<file path="src/rtl/gpio_irq_pkg.sv">
package gpio_irq_pkg;
    typedef enum logic {
        LAT_IDLE = 1'b0,
        LAT_HELD = 1'b1
    } lat_state_e;
endpackage

</file>
<file path="src/rtl/gpio_edge_sense.sv">
module gpio_edge_sense #(
    parameter int NPIN = 8
) (
    input  logic            clk,
    input  logic            rst_n,
    input  logic [NPIN-1:0] pin_i,
    input  logic [NPIN-1:0] any_edge_i,
    input  logic [NPIN-1:0] polarity_i,
    output logic [NPIN-1:0] hit_o
);
    logic [NPIN-1:0] pin_q;

    // one-cycle delayed copy of the pins, cleared by reset
    always_ff @(posedge clk or negedge rst_n) begin
        if (!rst_n) pin_q <= '0;
        else        pin_q <= pin_i;
    end

    for (genvar n = 0; n < NPIN; n++) begin : g_hit
        logic rise, fall;
        assign rise = pin_i[n] & ~pin_q[n];
        assign fall = ~pin_i[n] & pin_q[n];
        assign hit_o[n] = any_edge_i[n] ? (rise | fall)
                        : (polarity_i[n] ? rise : fall);
    end
endmodule

</file>
<file path="src/rtl/gpio_pin_latch.sv">
module gpio_pin_latch
    import gpio_irq_pkg::*;
(
    input  logic clk,
    input  logic rst_n,
    input  logic pin_i,
    input  logic lvl_i,
    input  logic pol_i,
    input  logic hit_i,
    input  logic clr_i,
    output logic raw_o
);
    lat_state_e state, state_nxt;

    always_comb begin
        state_nxt = state;
        unique case (state)
            LAT_IDLE: if (!lvl_i && hit_i) state_nxt = LAT_HELD;            // capture
            LAT_HELD: if (lvl_i)           state_nxt = LAT_IDLE;            // discard
                      else if (clr_i && !hit_i) state_nxt = LAT_IDLE;       // release
            default:  state_nxt = LAT_IDLE;
        endcase
    end

    always_ff @(posedge clk or negedge rst_n) begin
        if (!rst_n) state <= LAT_IDLE;
        else        state <= state_nxt;
    end

    always_comb begin
        if (lvl_i) raw_o = (pin_i == pol_i);
        else       raw_o = (state == LAT_HELD);
    end

    assert_capture_R3: assert property (@(posedge clk) disable iff (!rst_n)
        (!lvl_i && hit_i) |=> (state == LAT_HELD));
    assert_hold_R6: assert property (@(posedge clk) disable iff (!rst_n)
        (state == LAT_HELD && !clr_i && !lvl_i) |=> (state == LAT_HELD));
    assert_release_R6: assert property (@(posedge clk) disable iff (!rst_n)
        (state == LAT_HELD && clr_i && !hit_i && !lvl_i) |=> (state == LAT_IDLE));
    assert_event_wins_R8: assert property (@(posedge clk) disable iff (!rst_n)
        (clr_i && hit_i && !lvl_i) |=> (state == LAT_HELD));
    assert_discard_R12: assert property (@(posedge clk) disable iff (!rst_n)
        lvl_i |=> (state == LAT_IDLE));
endmodule

</file>
<file path="src/rtl/gpio_irq_detect.sv">
module gpio_irq_detect #(
    parameter int NPIN = 8
) (
    input  logic            clk,
    input  logic            rst_n,
    input  logic [NPIN-1:0] pin_i,
    input  logic [NPIN-1:0] lvl_sel_i,
    input  logic [NPIN-1:0] any_edge_i,
    input  logic [NPIN-1:0] polarity_i,
    input  logic [NPIN-1:0] enable_i,
    input  logic [NPIN-1:0] clear_i,
    output logic [NPIN-1:0] raw_o,
    output logic [NPIN-1:0] masked_o,
    output logic            irq_o
);
    logic [NPIN-1:0] hit;

    gpio_edge_sense #(.NPIN(NPIN)) u_edge (
        .clk        (clk),
        .rst_n      (rst_n),
        .pin_i      (pin_i),
        .any_edge_i (any_edge_i),
        .polarity_i (polarity_i),
        .hit_o      (hit)
    );

    for (genvar n = 0; n < NPIN; n++) begin : g_pin
        gpio_pin_latch u_lat (
            .clk   (clk),
            .rst_n (rst_n),
            .pin_i (pin_i[n]),
            .lvl_i (lvl_sel_i[n]),
            .pol_i (polarity_i[n]),
            .hit_i (hit[n]),
            .clr_i (clear_i[n]),
            .raw_o (raw_o[n])
        );
    end

    assign masked_o = raw_o & enable_i;
    assign irq_o    = |masked_o;

    // no interrupt while every enable bit is off
    assert_quiet_R10: assert property (@(posedge clk) disable iff (!rst_n)
        (enable_i == '0) |-> !irq_o);
    // a level-sensed line follows its pin after the cycle, whatever clear did
    assert_level_follow_R7: assert property (@(posedge clk) disable iff (!rst_n)
        (lvl_sel_i[0] && $stable(lvl_sel_i[0]) && $stable(polarity_i[0]) && $stable(pin_i[0]))
        |-> (raw_o[0] == (pin_i[0] == polarity_i[0])));
endmodule

</file>
<file path="config.mk">
export PLATFORM = sky130hd
export DESIGN_NAME = gpio_irq_detect
export DESIGN_NICKNAME = d
export VERILOG_FILES = /design/src/rtl/gpio_irq_pkg.sv /design/src/rtl/gpio_edge_sense.sv /design/src/rtl/gpio_pin_latch.sv /design/src/rtl/gpio_irq_detect.sv
export SDC_FILE = /design/constraint.sdc
export NUM_CORES = 1
export LEC_CHECK = 0
export CAP_MARGIN = 30
export CORE_UTILIZATION = 50
export DETAILED_ROUTE_END_ITERATION = 12
export DONT_BUFFER_PORTS = 1
export SYNTH_ARGS = -nofsm -noshare
export SYNTH_HDL_FRONTEND = slang
export SYNTH_SLANG_ARGS = --single-unit
</file>
<file path="constraint.sdc">
create_clock -name clk -period 4.8 [get_ports clk]
set_input_delay 0.48 -clock clk [delete_from_list [all_inputs] [get_ports clk]]
set_output_delay 0.48 -clock clk [all_outputs]
set_load 0.02 [all_outputs]
</file>
==> flow_summary.toml <==
[floorplanning]
dieArea_um2 = 2745
die_y_um = 52.40
core-area_um2 = 2297
row_count = 17
io_pins = 67
start_util_pct = 55.28
fp.dieW_um = 52.40

[logic_synthesis]
yosys_warnings = 0
synth-seq-area-share_pct = 31.53
syn_inst = 129
syn_area_um2 = 1270
synthesis.nets = 195
synth_cell_types = 18
syn_area_per_cell_um2 = 9.845
synth_seq_cells = 16

[routing]
first_iter_violations = 8
top_layer_used = "met4"
vias_per_cell = 5.656
wl_met3_um = 263
via_count = 871
drt-total-wl_um = 2343
detail-route-antenna-nets = 0
drcViolationCount = 0
drtPass1Iterations = 4
dr_wl_met2_um = 1172
avgRoutedWirePerCell_um = 15.21
wl_met1_um = 870

[final_layout]
fin_cells = 154
nFillCells = 202
drive_gt1_share_pct = 11.90
syn2layout_area_growth_pct = 1.675
antenna_cells = 0
seq_area_um2 = 400.4
multi_input_comb_area_um2 = 749.5
final_nets = 193

[timing]
worstMarginPinSlew_ps = 718.9
final_hold_viol_count = 0
rsz0062_at_grt = "no"
setup_tns_ps = 0
post-route-min-period_ps = 2769
finClkSkew_ps = 0.4806
fmax_mhz = 361.1
setup_viol = 0
finalMaxSlewViolations = 0
hold_slack_ps = 213.8
finalCritPeriodShare_pct = 57.69
relSlewSlack_pct = 51.91

[run_status]
status = "finished clean"

[pwr]
p_total_w = 0.0003183
peakVddDrop_v = 0.0002503
power_density_nw_per_um2 = 246.5
leakage_nw = 0.6533

[critical_path]
timing.rr.end = "g_pin[0].u_lat.state$_DFF_PN0_"
rr_worst_depth = 5
reg2reg_from = "u_edge.pin_q[0]$_DFF_PN0_"
worst_setup_path_start_kind = "register"
cp_data_required_time_ps = 4320
r2r_slack_ps = 3550
critPathKind = "reg -> out"
crit_fanout = 3
cp.arrival_ps = 2290
setup.worst_path.end_class = "output port"

[grt]
grt_use_total_pct = 19.01
grt_pass1_wl_um = 3698
grt_max_degree = 17
grt_pass1_vias = 930
antenna_found_initial = 0
overflow = 0

[placement]
dp.cells = 149
gp_congestion = 0.6348
dpl.hpwl_um = 2034
io_buffers = 0

[clock_network]
cts_tree = "yes"
post-cts-setup-buffers = 0
cts_root_buf = "clkbuf_4"
cts_buffers = 3
clkTransAtPathRegs_ps = 90
clock_latency_ps = 280
clk_path_buf_depth = 2
htreeDepth = 1
clock-sinks = 16

[min_path]
min-delay-start = "pin_i[2]"
min_delay_path_depth = 0
hp-class = "in -> reg"
hold_end = "u_edge.pin_q[2]$_DFF_PN0_"

[run]
drv_cap = 0
[through the flow]
step	worst slack (ps)	utilization (%)	cell area (µm²)
global placement	2218	54.19	1245
finish	2031	56.21	1291
detailed placement	2205	54.19	1245
floorplan	2324	-	1270
global route	1959	56.21	1291
CTS	2003	56.21	1291
[worst max-delay path: stages (launching register included)]
cell	delay (ps)
dfrtp_1	400
and3b_1	160
a31o_1	270
or4_1	560
or4b_1	620
[cells in the mapped netlist]
| cell | count | area (µm²) |
|---|---|---|
| or4_1 | 1 | 7.510 |
| nand2b_1 | 8 | 50.05 |
| inv_1 | 16 | 60.06 |
| dfrtp_1 | 16 | 400.4 |
| nor2_1 | 1 | 3.750 |
| a31o_1 | 4 | 35.03 |
| and2_1 | 2 | 12.51 |
| ha_1 | 16 | 200.2 |
| xnor2_1 | 8 | 70.07 |
| mux2_2 | 9 | 101.4 |
| buf_4 | 8 | 60.06 |
| nand2_1 | 8 | 30.03 |
| or4b_1 | 1 | 10.01 |
| a21oi_1 | 8 | 40.04 |
| a31o_2 | 2 | 17.52 |
| and3b_1 | 6 | 52.55 |
| mux2_1 | 7 | 78.83 |
| o21ai_1 | 8 | 40.04 |
[layout make-up]
class                           instances  area share [%]
Clock buffer                            4           2.810
Sequential cell                        16           31.01
Timing Repair Buffer                    1          0.7752
Multi-Input combinational cell         89           58.04
Inverter                               16           4.651
Tap cell                               28           2.713
[timing repair]
action,4_1_cts,5_1_grt
endpoints found under the hold margin,16,0
gates resized for setup,0,0
hold buffers,1,0
[registers in the layout, indices dropped and copies added (netlist names)]
signal             count
g_pin.u_lat.state      8
u_edge.pin_q           8
[power by group]
| group | internal [W] | switching (W) |
|---|---|---|
| Sequential | 0.000144 | 0.00000562 |
| Combinational | 0.0000344 | 0.0000460 |
| Clock | 0.0000462 | 0.0000422 |
| Total | 0.000225 | 0.0000938 |
[per-layer routing]
metal	GRT usage [%]	vias to the layer above
met5	0	-
met4	7.895	0
met3	9.855	4
met2	34.60	45
met1	17.39	399
li1	-	423
[placed cells by master (no fill, tap or decap), drive strengths merged]
master,synthesis,routed
a21oi,8,8
a31o,6,6
and2,2,2
and3b,6,6
clkbuf,0,4
dfrtp,16,16
dlygate4sd3,0,1
ha,16,16
inv,16,16
mux2,16,16
nand2,8,8
nand2b,8,8
nor2,1,1
o21ai,8,8
or4,1,1
or4b,1,1
xnor2,8,8
[how the worst max path moves through the flow]
stage | startpoint | endpoint | slack [ps] | cells past startpoint
after floorplan | enable_i[0] | irq_o | 2320 | 4
after global placement | pin_i[0] | irq_o | 2220 | 4
after detailed placement | pin_i[0] | irq_o | 2210 | 4
after CTS | g_pin[0].u_lat.state$_DFF_PN0_ | irq_o | 2000 | 4
after global routing | g_pin[0].u_lat.state$_DFF_PN0_ | irq_o | 1960 | 4
final | g_pin[0].u_lat.state$_DFF_PN0_ | irq_o | 2030 | 4
[logic make-up after synthesis]
kind of cell,Yosys count,share of synthesized area [%]
and+or+nand+nor,27,13.10
buffers and inverters,24,9.459
AOI/OAI and AO/OA,22,10.44
muxes,16,14.19
adders and majority gates,16,15.76
DFF,16,31.53
xor gates and xnor gates,8,5.517
(Power assumes the default switching activity.)
